$ cat src/rtl/pasc_pkg.sv
// Shared types for the partitioned add/subtract/compare unit.
// Assumes opcodes are 9 bits wide; the encodings are fixed by the decoder.
package pasc_pkg;

    typedef enum logic [2:0] {
        K_ADD = 3'd0,
        K_SUB = 3'd1,
        K_CMP = 3'd2,
        K_EXP = 3'd3,
        K_BAD = 3'd4
    } op_kind_t;

    typedef enum logic [1:0] {
        P_GT = 2'd0,
        P_EQ = 2'd1,
        P_LE = 2'd2,
        P_NE = 2'd3
    } pred_t;

    typedef struct packed {
        op_kind_t kind;
        logic     wide;   // 32-bit lanes instead of 16-bit lanes
        logic     half;   // single form: low 32 bits only
        pred_t    pred;
    } dec_t;

endpackage

$ cat src/rtl/pasc_decode.sv
// Opcode decoder. Turns an opcode and the single-width flag into an
// operation kind, a lane width, a half flag and a compare predicate.
// Assumes in the add/sub group bit 2 selects subtract, bit 1 selects
// 32-bit lanes and bit 0 selects the single form.
module pasc_decode
    import pasc_pkg::*;
#(
    parameter int OP_W = 9
) (
    input  logic [OP_W-1:0] op,
    input  logic            single,
    output dec_t            dec
);

    // Classify the opcode; flag any mismatch with the width flag.
    always_comb begin
        dec      = '{kind: K_BAD, wide: 1'b0, half: 1'b0, pred: P_GT};
        case (op)
            9'h050, 9'h051, 9'h052, 9'h053,
            9'h054, 9'h055, 9'h056, 9'h057: begin
                dec.kind = op[2] ? K_SUB : K_ADD;
                dec.wide = op[1];
                dec.half = op[0];
                if (single != op[0]) dec.kind = K_BAD;
            end
            9'h020, 9'h022, 9'h024, 9'h026,
            9'h028, 9'h02a, 9'h02c, 9'h02e: begin
                dec.kind = single ? K_BAD : K_CMP;
                dec.wide = op[2];
                case ({op[3], op[1]})
                    2'b00:   dec.pred = P_LE;
                    2'b01:   dec.pred = P_NE;
                    2'b10:   dec.pred = P_GT;
                    default: dec.pred = P_EQ;
                endcase
            end
            9'h04d: begin
                dec.kind = single ? K_BAD : K_EXP;
            end
            default: dec.kind = K_BAD;
        endcase
    end

endmodule

$ cat src/rtl/pasc_laneadd.sv
// Partitioned adder/subtractor. Splits the word into narrow chunks.
// A carry passes from one chunk to the next only inside a wide lane.
// Assumes DATA_W is a multiple of WIDE_W and WIDE_W a multiple of NARROW_W.
module pasc_laneadd #(
    parameter int DATA_W   = 64,
    parameter int NARROW_W = 16,
    parameter int WIDE_W   = 32
) (
    input  logic [DATA_W-1:0] a,
    input  logic [DATA_W-1:0] b,
    input  logic              sub,
    input  logic              wide,
    output logic [DATA_W-1:0] sum
);

    localparam int N_CHUNK = DATA_W / NARROW_W;
    localparam int RATIO   = WIDE_W / NARROW_W;

    logic [N_CHUNK:0] cy;

    assign cy[0] = sub;

    for (genvar k = 0; k < N_CHUNK; k++) begin : g_chunk
        localparam bit LANE_EDGE = (k % RATIO) == 0;
        logic [NARROW_W-1:0] bx;
        logic                cin;
        logic [NARROW_W:0]   s;

        // Invert the second operand when subtracting.
        assign bx  = sub ? ~b[k*NARROW_W +: NARROW_W] : b[k*NARROW_W +: NARROW_W];
        // Restart the carry at every lane edge.
        assign cin = (LANE_EDGE || !wide) ? sub : cy[k];
        // Add one chunk, including the carry-in.
        assign s   = {1'b0, a[k*NARROW_W +: NARROW_W]} + {1'b0, bx}
                   + {{NARROW_W{1'b0}}, cin};
        assign sum[k*NARROW_W +: NARROW_W] = s[NARROW_W-1:0];
        assign cy[k+1] = s[NARROW_W];
    end

endmodule

$ cat src/rtl/pasc_lanecmp.sv
// Lane comparator. Compares each narrow chunk signed and unsigned. A wide
// lane is signed on its top chunk and unsigned below it. Returns a packed
// mask in the low bits of the word; all other bits are zero.
// Assumes a is compared against b (a > b for greater-than).
module pasc_lanecmp
    import pasc_pkg::*;
#(
    parameter int DATA_W   = 64,
    parameter int NARROW_W = 16,
    parameter int WIDE_W   = 32
) (
    input  logic [DATA_W-1:0] a,
    input  logic [DATA_W-1:0] b,
    input  logic              wide,
    input  pred_t             pred,
    output logic [DATA_W-1:0] mask
);

    localparam int N_CHUNK = DATA_W / NARROW_W;
    localparam int N_WIDE  = DATA_W / WIDE_W;
    localparam int RATIO   = WIDE_W / NARROW_W;

    logic [N_CHUNK-1:0] eq_c, gts_c, gtu_c;
    logic [N_CHUNK-1:0] hit_n;
    logic [N_WIDE-1:0]  hit_w;

    for (genvar k = 0; k < N_CHUNK; k++) begin : g_chunk
        logic [NARROW_W-1:0] ak, bk;
        assign ak = a[k*NARROW_W +: NARROW_W];
        assign bk = b[k*NARROW_W +: NARROW_W];
        // Per-chunk relations, signed and unsigned.
        assign eq_c[k]  = ak == bk;
        assign gts_c[k] = $signed(ak) > $signed(bk);
        assign gtu_c[k] = ak > bk;
    end

    // Apply the predicate to every narrow lane.
    always_comb begin
        for (int k = 0; k < N_CHUNK; k++) begin
            case (pred)
                P_GT:    hit_n[k] = gts_c[k];
                P_EQ:    hit_n[k] = eq_c[k];
                P_LE:    hit_n[k] = !gts_c[k];
                default: hit_n[k] = !eq_c[k];
            endcase
        end
    end

    // Build the wide-lane relations from the top chunk down, then apply the predicate.
    always_comb begin
        logic gt, eq;
        for (int j = 0; j < N_WIDE; j++) begin
            gt = gts_c[j*RATIO + RATIO - 1];
            eq = eq_c[j*RATIO + RATIO - 1];
            for (int c = RATIO - 2; c >= 0; c--) begin
                gt = gt | (eq & gtu_c[j*RATIO + c]);
                eq = eq & eq_c[j*RATIO + c];
            end
            case (pred)
                P_GT:    hit_w[j] = gt;
                P_EQ:    hit_w[j] = eq;
                P_LE:    hit_w[j] = !gt;
                default: hit_w[j] = !eq;
            endcase
        end
    end

    // Pack the chosen mask into the low bits.
    always_comb begin
        mask = '0;
        if (wide) mask[N_WIDE-1:0]  = hit_w;
        else      mask[N_CHUNK-1:0] = hit_n;
    end

endmodule

$ cat src/rtl/pasc_expand.sv
// Byte expander. Puts byte i of the source, shifted left by FRAC_SH, into
// narrow lane i. Assumes NARROW_W >= 8 + FRAC_SH.
module pasc_expand #(
    parameter int DATA_W   = 64,
    parameter int NARROW_W = 16,
    parameter int FRAC_SH  = 4
) (
    input  logic [DATA_W/2-1:0] src,
    output logic [DATA_W-1:0]   lanes
);

    localparam int N_CHUNK = DATA_W / NARROW_W;
    localparam int PAD_W   = NARROW_W - 8 - FRAC_SH;

    for (genvar k = 0; k < N_CHUNK; k++) begin : g_lane
        // Zero-extend the byte and shift it into the fixed-point position.
        if (PAD_W > 0) begin : g_pad
            assign lanes[k*NARROW_W +: NARROW_W] =
                {{PAD_W{1'b0}}, src[k*8 +: 8], {FRAC_SH{1'b0}}};
        end else begin : g_nopad
            assign lanes[k*NARROW_W +: NARROW_W] = {src[k*8 +: 8], {FRAC_SH{1'b0}}};
        end
    end

endmodule

$ cat src/rtl/pasc_unit.sv
// Partitioned add/subtract/compare unit, top level. Decodes the request,
// runs the three datapaths side by side and registers the selected result
// one cycle after in_valid. Assumes a synchronous active-low reset.
// Result and illegal flag hold while no request arrives.
module pasc_unit
    import pasc_pkg::*;
#(
    parameter int DATA_W   = 64,
    parameter int NARROW_W = 16,
    parameter int WIDE_W   = 32,
    parameter int OP_W     = 9
) (
    input  logic              clk,
    input  logic              rst_n,
    input  logic              in_valid,
    input  logic [OP_W-1:0]   in_op,
    input  logic              in_single,
    input  logic [DATA_W-1:0] in_a,
    input  logic [DATA_W-1:0] in_b,
    output logic              out_valid,
    output logic [DATA_W-1:0] out_result,
    output logic              out_illegal
);

    localparam int HALF_W = DATA_W / 2;

    dec_t              dec;
    logic [DATA_W-1:0] a_eff, b_eff, sum, mask, lanes, nxt;

    pasc_decode #(.OP_W(OP_W)) u_dec (
        .op(in_op), .single(in_single), .dec(dec)
    );

    // Single forms see only the low half of each operand.
    assign a_eff = dec.half ? {{HALF_W{1'b0}}, in_a[HALF_W-1:0]} : in_a;
    assign b_eff = dec.half ? {{HALF_W{1'b0}}, in_b[HALF_W-1:0]} : in_b;

    pasc_laneadd #(.DATA_W(DATA_W), .NARROW_W(NARROW_W), .WIDE_W(WIDE_W)) u_add (
        .a(a_eff), .b(b_eff), .sub(dec.kind == K_SUB), .wide(dec.wide), .sum(sum)
    );

    pasc_lanecmp #(.DATA_W(DATA_W), .NARROW_W(NARROW_W), .WIDE_W(WIDE_W)) u_cmp (
        .a(in_a), .b(in_b), .wide(dec.wide), .pred(dec.pred), .mask(mask)
    );

    pasc_expand #(.DATA_W(DATA_W), .NARROW_W(NARROW_W), .FRAC_SH(4)) u_exp (
        .src(in_a[HALF_W-1:0]), .lanes(lanes)
    );

    // Pick the result for the decoded kind; single forms clear the upper half.
    always_comb begin
        case (dec.kind)
            K_ADD, K_SUB: nxt = dec.half ? {{HALF_W{1'b0}}, sum[HALF_W-1:0]} : sum;
            K_CMP:        nxt = mask;
            K_EXP:        nxt = lanes;
            default:      nxt = '0;
        endcase
    end

    // Output register: the strobe follows in_valid, the data loads only on a request.
    always_ff @(posedge clk) begin
        if (!rst_n) begin
            out_valid   <= 1'b0;
            out_result  <= '0;
            out_illegal <= 1'b0;
        end else begin
            out_valid <= in_valid;
            if (in_valid) begin
                out_result  <= nxt;
                out_illegal <= (dec.kind == K_BAD);
            end
        end
    end

endmodule

$ cat config.mk
export PLATFORM = sky130hd
export DESIGN_NAME = pasc_unit
export DESIGN_NICKNAME = d
export VERILOG_FILES = /design/src/rtl/pasc_pkg.sv /design/src/rtl/pasc_decode.sv /design/src/rtl/pasc_laneadd.sv /design/src/rtl/pasc_lanecmp.sv /design/src/rtl/pasc_expand.sv /design/src/rtl/pasc_unit.sv
export SDC_FILE = /design/constraint.sdc
export NUM_CORES = 1
export LEC_CHECK = 0
export BUFFER_PORTS_ARGS = -buffer_cell sky130_fd_sc_hd__clkbuf_2
export CAP_MARGIN = 20
export CORE_MARGIN = 2
export CORE_UTILIZATION = 34
export DETAILED_ROUTE_END_ITERATION = 6
export HOLD_SLACK_MARGIN = 0.12
export SKIP_LAST_GASP = 1
export SLEW_MARGIN = 20
export SYNTH_ARGS = -nofsm -noshare
export SYNTH_HDL_FRONTEND = slang
export SYNTH_HIERARCHICAL = 1
export SYNTH_SLANG_ARGS = --single-unit
$ cat constraint.sdc
create_clock -name clk -period 7.81 [get_ports clk]
set_clock_uncertainty 0.2 [all_clocks]
set_input_delay 0 -clock clk [delete_from_list [all_inputs] [get_ports clk]]
set_output_delay 0 -clock clk [all_outputs]
set_load 0.1 [all_outputs]
* Word-level counts from Yosys, hierarchy flattened
Index checks and enable logic that the tools add are counted.
** Word-level totals
- Flip-flop bits (word level) :: 66
- Input bits :: 141
- Output and inout bits :: 66
- Word-level logic and storage cells :: 102
** Cells by class
- Add/subtract/negate cells :: 8
- Order comparisons :: 6
- Equal/unequal tests :: 30
- Multiplexer cells :: 27
- Bitwise gates (word level) :: 10
- Reduce and logical (&&, ||, !) cells :: 18
** Operators with widths (count)
- 2-to-1 mux 64 bit :: 3
- case mux 64 bit (3 select lines) :: 1
- greater-than comparator 16 bit :: 6
- == test 9 x 7 -> 1 bit (second input constant) :: 9
- == test 9 x 6 -> 1 bit (second input constant) :: 8
- == test 16 bit :: 4
- 2-to-1 mux 16 bit :: 4
- inverter 16 bit :: 4
- adder 16 x 16 -> 17 bit :: 2
- adder 17 x 1 -> 17 bit :: 2
- adder 16 x 1 -> 16 bit :: 2
- adder 16 bit :: 2
- case mux 1 bit (3 select lines) :: 6
- OR reduction 8 bit :: 2
- logical NOT 1 bit :: 12
- 2-to-1 mux 3 bit :: 3
- case mux 3 bit (3 select lines) :: 1
- == test 3 x 2 -> 1 bit (second input constant) :: 2
- 2-to-1 mux 2 bit :: 3
- case mux 2 bit (3 select lines) :: 1
- AND 1 bit :: 4
- == test 2 x 1 -> 1 bit (second input constant) :: 2
- == test 2 bit (second input constant) :: 2
- logical NOT 2 bit :: 2
- other kinds (8) :: 12

* Depth between registers and ports, before layout
Gate-level depths: netlist of run 1.
- Word-level depth :: 12
- Mapped depth :: 31
- Gate-level depth less buffers :: 26

* Hierarchy
Netlist of run 1, hierarchy kept.
** Modules (own cells, without submodules)
- pasc_unit :: times used 1, cells an instance 433, area an instance 3799.9 µm²
- pasc_laneadd :: times used 1, cells an instance 462, area an instance 3533.4 µm²
- pasc_lanecmp :: times used 1, cells an instance 324, area an instance 2322.2 µm²
- pasc_expand :: times used 1, cells an instance 65, area an instance 484.2 µm²
- pasc_decode :: times used 1, cells an instance 26, area an instance 185.2 µm²

* Worst setup path before layout of run 1
OpenSTA, ideal clock, no wires.
- Kind :: input -> register
- Start point :: in in_op[5]
- End point :: reg out_result[62]
- Library setup time :: 62 ps
- Arrival :: 5566 ps
- Required time :: 7548 ps
- Slack :: 1982 ps
- Cell stages on the path :: 30
- Buffers on the path :: 5
- Cell sequence :: nor4b_2 -> nand2_1 -> nor2_1 -> buf_2 -> buf_6 -> clkbuf_1 -> nor3b_1 -> buf_6 -> clkbuf_1 -> xor2_1 -> ha_1 -> nor2b_1 -> o21a_1 -> o211ai_1 -> a21oi_1 -> o41ai_2 -> o21ai_0 -> nand2_1 -> fa_1 -> fa_1 -> nor2b_1 -> o31ai_2 -> a21oi_2 -> o2111ai_1 -> a31oi_1 -> nor2_1 -> xnor2_1 -> or3b_2 -> a21oi_1 -> a221o_1
** RTL lines
- start, declared :: RTL line pasc_unit.sv:16 : input logic [OP_W-1:0] in_op,
- end signal, assigned :: RTL line pasc_unit.sv:69 : out_result <= nxt;
- end, declared :: RTL line pasc_unit.sv:21 : output logic [DATA_W-1:0] out_result,

==> flow_metrics.py, run 1 <==
metrics = {
    "synth": {
        "synth_top_cell_by_area": "ha_1",
        "synth_edf_count": 0,
        "yosysSeqAreaShare_pct": 12.8,
        "synthTopCellsByCount": "buf_4, ha_1, a21oi_1",
        "synth_ff_type": "dfxtp_1",
        "synthArstFlopShare_pct": 0,
        "yosysWarningCount": 6,
        "yosysMostFrequentCell": "buf_4",
        "syn-instance-count": 1310,
        "synth_area_leaders": "ha_1, dfxtp_1, buf_4, xor2_1, a21oi_1",
        "ys_ff_latch": 66,
        "synth_top_area_share_pct": 14.8,
        "netlist_area_sq_um": 10300,
        "synth.avg_cell_area_sq_um": 7.88,
        "ys_types": 85,
    },
    "global_route": {
        "grt-ovfl-total": 0,
        "antenna_found_initial": 0,
        "grt_use_total_pct": 18.6,
        "grt_first_pass_wirelength_um": 46600,
        "grt_max_degree": 62,
        "first_global_vias": 8948,
    },
    "layout": {
        "drive_above_1_share_pct": 19.5,
        "diodes": 0,
        "stdcell_area_sq_um": 11800,
        "area_growth_syn_to_layout_pct": 14.1,
        "layout.nets": 1759,
    },
    "sta": {
        "slew_viol_final": 0,
        "clock.fmax_ghz": 0.165,
        "worst_hold_slack_ps": 152,
        "slew_headroom_pct": 33.5,
        "post-route-min-period_ps": 6050,
        "worst_pin_slew_ps": 994,
        "final.setup.tns_ps": 0,
        "setup_slack_ps": 1760,
        "hold_viol_final": 0,
        "rsz0062_at_grt": "no",
        "timing.final.crit_share_pct": 77.4,
        "finalSetupViolCount": 0,
    },
    "worst_setup_path": {
        "worstPathMaxFanout": 22,
        "r2r_cells": 3,
        "required_ps": 7840,
        "critPathKind": "input port to register",
        "start_kind": "input port",
        "cp.arrival_ps": 6080,
        "end_kind": "register",
    },
    "cts": {
        "clk_pin_slew_ps": 60,
        "cts_setup_buffers": 0,
        "cts_resized": 0,
        "numCtsBuffers": 9,
        "tritoncts": "yes",
        "clockBufferDepth": 2,
        "htree_num_levels": 3,
        "cts.sinks": 66,
        "holdBufCountCts": 36,
        "clkLatencyLatePin_ps": 340,
        "cts_root_buf": "clkbuf_16",
    },
    "drt": {
        "wl_um": 30000,
        "highest_layer": "met4",
        "drtPass1Iterations": 5,
        "num_vias": 9334,
        "dr_wl_met2_um": 13800,
        "wl_met3_um": 1560,
        "vias_per_cell": 4.95,
        "wl_met1_um": 14000,
        "wire_per_inst_um": 15.9,
        "drc": 0,
        "antenna_left": 0,
        "dr.first_iter.drc_count": 537,
    },
    "pwr": {
        "peakVddDrop_v": 0.0000695,
        "seqPwrFrac_pct": 25.7,
        "netSwitchingPower_uw": 485,
        "power.density_nw_per_um2": 112,
        "p_clk_share_pct": 31.2,
        "switching_share_pct": 36.7,
        "p_leak_nw": 5.82,
        "power_frac_comb_pct": 43.1,
        "internal_power_uw": 836,
    },
    "run_status": {
        "status": "completed",
    },
    "floorplanning": {
        "coreArea_sq_um": 29800,
        "rows": 63,
        "dieHeight_um": 178,
        "fp.dieArea_sq_um": 31800,
        "start_util_pct": 34.7,
        "die_x_um": 178,
        "num_io_pins": 207,
    },
    "flow_run": {
        "cap_viol_max_count": 0,
    },
    "min_path": {
        "min_path_type": "input port to register",
        "whs_path_depth": 5,
    },
    "placement": {
        "post-place-ws_ps": 1430,
        "port_buffers": 206,
        "dpl.hpwl_um": 24600,
        "place_congestion": 0.906,
        "placed_cell_area_sq_um": 11100,
    },
}
power by group through the flow:
stage	Clock (mW)	Combinational [mW]	Sequential [mW]
after global placement	0	0.542	0.347
final	0.412	0.569	0.339
after global routing	0.440	0.636	0.339
after detailed placement	0	0.548	0.347
after CTS	0.424	0.566	0.339
after floorplan	0	0.426	0.359
critical path, cell delays in order:
cell       delay (ps)
clkbuf_2          110
nor4b_2           360
nand2_1           160
nor2_4            120
buf_4             300
nor3b_2           600
buf_4             370
buf_4             330
xor2_1            110
ha_1              410
o21ai_0           180
nand2b_1          110
nand2_1            60
nor3_1            190
a21oi_1           100
a211o_1           280
fa_1              410
fa_1              410
nand2b_1          180
a21oi_1           170
a211oi_2          100
o21ai_2           200
a2111oi_2          80
o31ai_1           250
xor2_1            100
nor2_1             90
a21oi_1            50
a22o_1            200
routing by layer:
metal | vias to the layer above | global-route usage (%)
met5 | - | 0
met4 | 0 | 5.69
met3 | 32 | 2.98
met2 | 240 | 31.1
met1 | 4265 | 24.4
li1 | 4797 | -
state kept, by name (all words and copies together), names as in the netlist:
name         cells
out_illegal      1
out_result      64
out_valid        1
area by class of cell:
cell class	instances	area, sq um
inverters	103	387
repair buffers	257	1500
clock inverters	6	57.6
flip-flops and latches	66	1320
well taps	390	488
multi-input cells	1053	7790
clock buffers	10	229
fillers	3136	18000
placed cells by master, fill, tap and decap left out, types with 44 or more instances in the layout:
cell type and instances:
xnor2_1 45, nor2b_1 76, a21oi_1 112, clkbuf_2 206, xor2_1 74, dfxtp_1 66
conb_1 92, ha_1 122, nor2_1 90, inv_1 103, mux2i_1 44
through the flow:
stage	std cells	util, %	power (mW)
5_1_grt	1885	39.5	1.42
3_3_place_gp	1833	37.4	0.888
4_1_cts	1885	39.5	1.33
3_5_place_dp	1833	37.4	0.895
6_report	1885	39.5	1.32
2_1_floorplan	1400	-	0.785
worst paths after layout:
path	startpoint	to	slack [ps]
max	in_op[5]	out_result[30]	1760
min	in_a[63]	out_result[63]	150
max reg2reg	out_illegal	out_illegal	6330
min reg2reg	out_result[5]	out_result[5]	280
cells by family (layout without fill, tap and decap cells):
family	count (synthesis)	count (layout)	share of synthesized area [%]
other	2	92	0.0727
xor gates and xnor gates	119	119	10.1
AOI/OAI and AO/OA	322	322	22.3
muxes	46	46	4.59
adders and majority gates	128	128	15.9
DFF	66	66	12.8
and+or+nand+nor	346	346	18.9
buffers and inverters	281	376	15.3
Power figures use the tool's default switching activity.
==> inputs of run 2 (changes only) <==
- clock period: 7.81 -> 6.21 ns (I/O delays scaled with it)
==> run 2 against run 1 <==
Flip-flop and latch count unchanged. Clock power increased by 43%. Worst hold slack improved by 33 ps. Sequential power increased by 26%. Die area unchanged. Setup slack got worse by 1100 ps. Count of clock-buffer cells in the layout increased by 2. Global-route usage increased by 0.27 points. Register-to-register slack got worse by 1600 ps. Highest routed layer unchanged.
==> flow_metrics.py, run 2 (same netlist as run 1, synthesis figures left out) <==
metrics = {
    "floorplanning": {
        "dieHeight_um": 178,
        "coreArea_sq_um": 29800,
        "start_util_pct": 34.7,
        "fp.dieArea_sq_um": 31800,
        "die_x_um": 178,
        "rows": 63,
        "num_io_pins": 207,
    },
    "worst_setup_path": {
        "critical_path.startpoint": "in_op[0]",
        "cp.arrival_ps": 5670,
        "start_kind": "input port",
        "critPathKind": "input port to register",
        "max_stage_delay_ps": 410,
        "critPathBufInv": 3,
        "required_ps": 6290,
        "worstPathMaxFanout": 14,
        "cp_slowest_cell": "fa_1",
        "r2r_start": "out_illegal",
        "cp_top_family": "compound AO/OA/AOI/OAI gates",
        "end_kind": "register",
        "cpMostUsedCell": "a21oi_1",
    },
    "global_route": {
        "grt-ovfl-total": 0,
        "grt_use_total_pct": 18.8,
        "antenna_found_initial": 0,
        "grt_max_degree": 69,
        "grt_first_pass_wirelength_um": 47200,
        "first_global_vias": 8941,
    },
    "layout": {
        "regMostFlops": "out_result",
        "drive_above_1_share_pct": 19.7,
        "diodes": 0,
        "fillers": 3140,
        "stdcell_area_sq_um": 11900,
        "area_growth_syn_to_layout_pct": 14.8,
        "regArea_sq_um": 1320,
        "layout.nets": 1761,
        "largest_register_ffs": 64,
        "top_regs": "out_result (64), out_illegal (1), out_valid (1)",
        "multi_input_area_sq_um": 7800,
        "final_cells": 1887,
        "layout_common_cells": "clkbuf_2, ha_1, a21oi_1",
        "final_common_cell": "clkbuf_2",
    },
    "sta": {
        "worst_pin_slew_ps": 1010,
        "clock.fmax_ghz": 0.179,
        "slew_headroom_pct": 32.9,
        "final.setup.tns_ps": 0,
        "post-route-min-period_ps": 5580,
        "timing.final.crit_share_pct": 89.9,
        "slew_viol_final": 0,
        "hold_viol_final": 0,
        "rsz0062_at_grt": "no",
        "finalSetupViolCount": 0,
        "worst_hold_slack_ps": 185,
    },
    "pwr": {
        "power.density_nw_per_um2": 147,
        "p_leak_nw": 5.85,
        "peakVddDrop_v": 0.0000791,
    },
    "drt": {
        "num_vias": 9441,
        "antenna_left": 0,
        "wl_um": 30400,
        "wire_per_inst_um": 16.1,
        "vias_per_cell": 5.00,
        "drtPass1Iterations": 5,
        "drc": 0,
        "dr.first_iter.drc_count": 586,
    },
    "placement": {
        "dpl.hpwl_um": 24900,
        "dp_cells": 1835,
        "placed_cell_area_sq_um": 11100,
        "port_buffers": 206,
        "place_congestion": 0.919,
    },
    "cts": {
        "numCtsBuffers": 9,
        "htree_num_levels": 3,
        "tritoncts": "yes",
        "clk_pin_slew_ps": 60,
        "cts_root_buf": "clkbuf_16",
        "clkLatencyLatePin_ps": 340,
        "cts_resized": 0,
        "clockBufferDepth": 2,
        "cts.sinks": 66,
    },
    "min_path": {
        "min_from": "in_a[63]",
        "min_path_type": "input port to register",
    },
    "run_status": {
        "status": "completed",
    },
    "flow_run": {
        "cap_viol_max_count": 0,
    },
}
==> run 2: cell count changes in the layout (fill, tap and decap cells not counted) <==
cell	delta
buf_4	+2
bufinv_16	+1
clkbuf_1	-1
nor2_1	-1
clkbuf_8	+3
clkinv_2	-3
nor2_2	+1
==> run 2: layout make-up <==
cell class              instances  share of cell area [%]
multi-input cells            1053                    65.8
repair buffers                259                    12.8
flip-flops and latches         66                    11.1
well taps                     390                    4.12
inverters                     103                    3.26
clock buffers                  12                    2.25
clock inverters                 4                   0.612
==> run 2: report_power, final <==
part           internal (mW)  switching, mW  total [mW]
Sequential             0.426        0.00121       0.427
Clock                  0.384          0.204       0.588
Combinational          0.320          0.403       0.723
Total                   1.13          0.608        1.74
==> run 2: worst paths after layout <==
kind,to,slack [ps],cells past startpoint
setup / recovery,out_result[30],630,28
hold / removal,out_result[63],180,5
setup reg to reg,out_illegal,4740,3
hold reg to reg,out_result[28],270,1
==> run 2: tightest hold or removal path, cell delays in order <==
cell	delay, ps
clkbuf_2	90
nor2b_1	160
xnor2_1	120
xnor2_1	190
a221o_1	130
==> run 2: metrics by stage <==
step | total power [mW] | util [%] | worst slack, ps
after global routing | 1.85 | 39.8 | 84.0
after detailed placement | 1.13 | 37.4 | 341
after global placement | 1.13 | 37.4 | 445
after CTS | 1.75 | 39.8 | 686
final | 1.74 | 39.8 | 625
after floorplan | 0.988 | - | 382
==> run 2: repair_timing <==
item / 4_1_cts / 5_1_grt
hold endpoints to repair: 35 / 0
hold buffers: 36 / 0
buffers inserted: 0 / 0
==> run 2: per-layer routing <==
metal | track usage [%] | share of wire, % | vias to the layer above
met5 | 0 | 0 | -
met2 | 31.8 | 47 | 243
met1 | 25.4 | 47 | 4365
met4 | 4.44 | 1.5 | 0
li1 | - | - | 4805
met3 | 2.41 | 4.6 | 28
==> inputs of run 3 (changes only) <==
- CORE_ASPECT_RATIO: unset -> 0.7
- CORE_MARGIN: 2 -> unset
==> run 3 against run 2 <==
Non-clock buffer count fell by 5. Critical path type unchanged. Largest power group unchanged. Setup slack got worse by 130 ps. Largest cell class unchanged. Utilization rose by 0.66 points. Critical endpoint is now out_result[54]. First-iteration DRC count fell by 1.4%. Sequential share of layout area barely moved.
==> flow_metrics.py, run 3 (same netlist as run 1, synthesis figures left out) <==
metrics = {
    "run_status": {
        "status": "completed",
    },
    "global_route": {
        "grt_max_degree": 70,
        "antenna_found_initial": 2,
        "grt_first_pass_wirelength_um": 48200,
        "grt_use_total_pct": 19.8,
        "grt-ovfl-total": 0,
        "first_global_vias": 8710,
    },
    "placement": {
        "place_congestion": 0.920,
        "port_buffers": 206,
        "placed_cell_area_sq_um": 11100,
        "dpl.hpwl_um": 25200,
        "dp_cells": 1845,
    },
    "floorplanning": {
        "num_io_pins": 207,
        "dieHeight_um": 148,
        "coreArea_sq_um": 29300,
        "fp.dieArea_sq_um": 31100,
        "start_util_pct": 35.2,
        "rows": 52,
        "die_x_um": 210,
    },
    "layout": {
        "stdcell_area_sq_um": 11900,
        "layout.nets": 1756,
        "regMostFlops": "out_result",
        "diodes": 0,
        "layout_common_cells": "clkbuf_2, ha_1, a21oi_1",
        "largest_register_ffs": 64,
        "utilization_pct": 40.4,
        "top_regs": "out_result (64), out_illegal (1), out_valid (1)",
        "area_growth_syn_to_layout_pct": 14.9,
        "drive_above_1_share_pct": 19.5,
        "final_common_cell": "clkbuf_2",
        "final_cells": 1897,
    },
    "sta": {
        "finalSetupViolCount": 0,
        "slew_viol_final": 0,
        "hold_viol_final": 0,
        "worst_pin_slew_ps": 925,
        "timing.final.crit_share_pct": 92.0,
        "post-route-min-period_ps": 5720,
        "rsz0062_at_grt": "no",
        "clock.fmax_ghz": 0.175,
        "final.setup.tns_ps": 0,
        "slew_headroom_pct": 37.5,
    },
    "worst_setup_path": {
        "critPathKind": "input port to register",
        "start_kind": "input port",
        "cpMostUsedCell": "fa_1",
        "cp_slowest_cell": "dlygate4sd3_1",
        "end_kind": "register",
        "critPathBufInv": 4,
        "cp.arrival_ps": 5810,
        "required_ps": 6300,
        "cp_top_family": "simple AND/OR/NAND/NOR gates",
        "max_stage_delay_ps": 530,
        "worstPathMaxFanout": 20,
    },
    "pwr": {
        "finalPower_mw": 1.76,
        "power.density_nw_per_um2": 149,
        "peakVddDrop_v": 0.000121,
        "p_leak_nw": 5.84,
    },
    "drt": {
        "antenna_left": 0,
        "dr.first_iter.drc_count": 578,
        "num_vias": 9379,
        "drtPass1Iterations": 6,
        "wl_um": 31100,
        "vias_per_cell": 4.94,
        "wire_per_inst_um": 16.4,
        "drc": 0,
    },
    "flow_run": {
        "cap_viol_max_count": 0,
    },
    "cts": {
        "htree_num_levels": 3,
        "clk_pin_slew_ps": 60,
        "cts_root_buf": "clkbuf_16",
        "tritoncts": "yes",
        "numCtsBuffers": 9,
        "clkLatencyLatePin_ps": 350,
        "cts.sinks": 66,
        "clockBufferDepth": 2,
    },
    "min_path": {
        "min_path_type": "input port to register",
    },
}
run 3: cell types whose count changed in the layout (fill, tap and decap cells not counted):
cell	change
clkinv_4	+1
buf_4	-6
nor3b_4	+1
clkinvlp_4	-1
nor3b_2	-1
inv_6	+1
bufinv_16	+1
and3b_1	-1
buf_12	+1
clkbuf_8	-2
and3b_2	+1
run 3: final timing paths:
kind                   from        endpoint  slack (ps)  cells past startpoint
max                in_op[5]  out_result[54]         490                     27
min                in_a[15]  out_result[27]         140                      4
max reg2reg  out_result[55]  out_result[55]        4720                      2
min reg2reg  out_result[13]  out_result[13]         280                      1
run 3: repair_timing:
action / in CTS / in global routing
endpoints found under the setup margin: 0 / 1
hold endpoints to repair: 33 / 0
buffers inserted: 0 / 0
resized for setup: 0 / 1
hold buffers: 36 / 0
run 3: metal layers:
| layer | vias up | track usage [%] | share of wire (%) |
|---|---|---|---|
| met5 | - | 0 | 0 |
| met4 | 0 | 3.39 | 0.95 |
| met3 | 18 | 3.99 | 5.4 |
| met2 | 214 | 30.0 | 42 |
| li1 | 4803 | - | - |
| met1 | 4344 | 28.9 | 52 |
run 3: worst reg2reg max path, delay by kind of cell (launching register included):
kind            cells  cell delay (ps)
buf+inv             1              550
flops               1              320
compound gates      1              310
run 3: final cells by class:
type	count	area (sq um)
Multi-Input combinational cell	1053	7800
Tap cell	405	507
Clock buffer	10	239
Clock inverter	6	113
Timing Repair Buffer	254	1490
Fill cell	3032	17500
Sequential cell	66	1320
Inverter	103	387
run 3: power breakdown:
part	leakage, nW	internal (mW)	switching [mW]
clock	0.173	0.405	0.218
combinational	5.13	0.317	0.398
sequential	0.532	0.426	0.00120
total	5.84	1.15	0.617
run 3: stage by stage:
stage | setup slack, ps | hold slack [ps]
2_1_floorplan | 382 | -82.2
3_3_place_gp | 367 | 91.2
6_report | 494 | 142
3_5_place_dp | 249 | 92.0
5_1_grt | 39.1 | 190
4_1_cts | 458 | 132
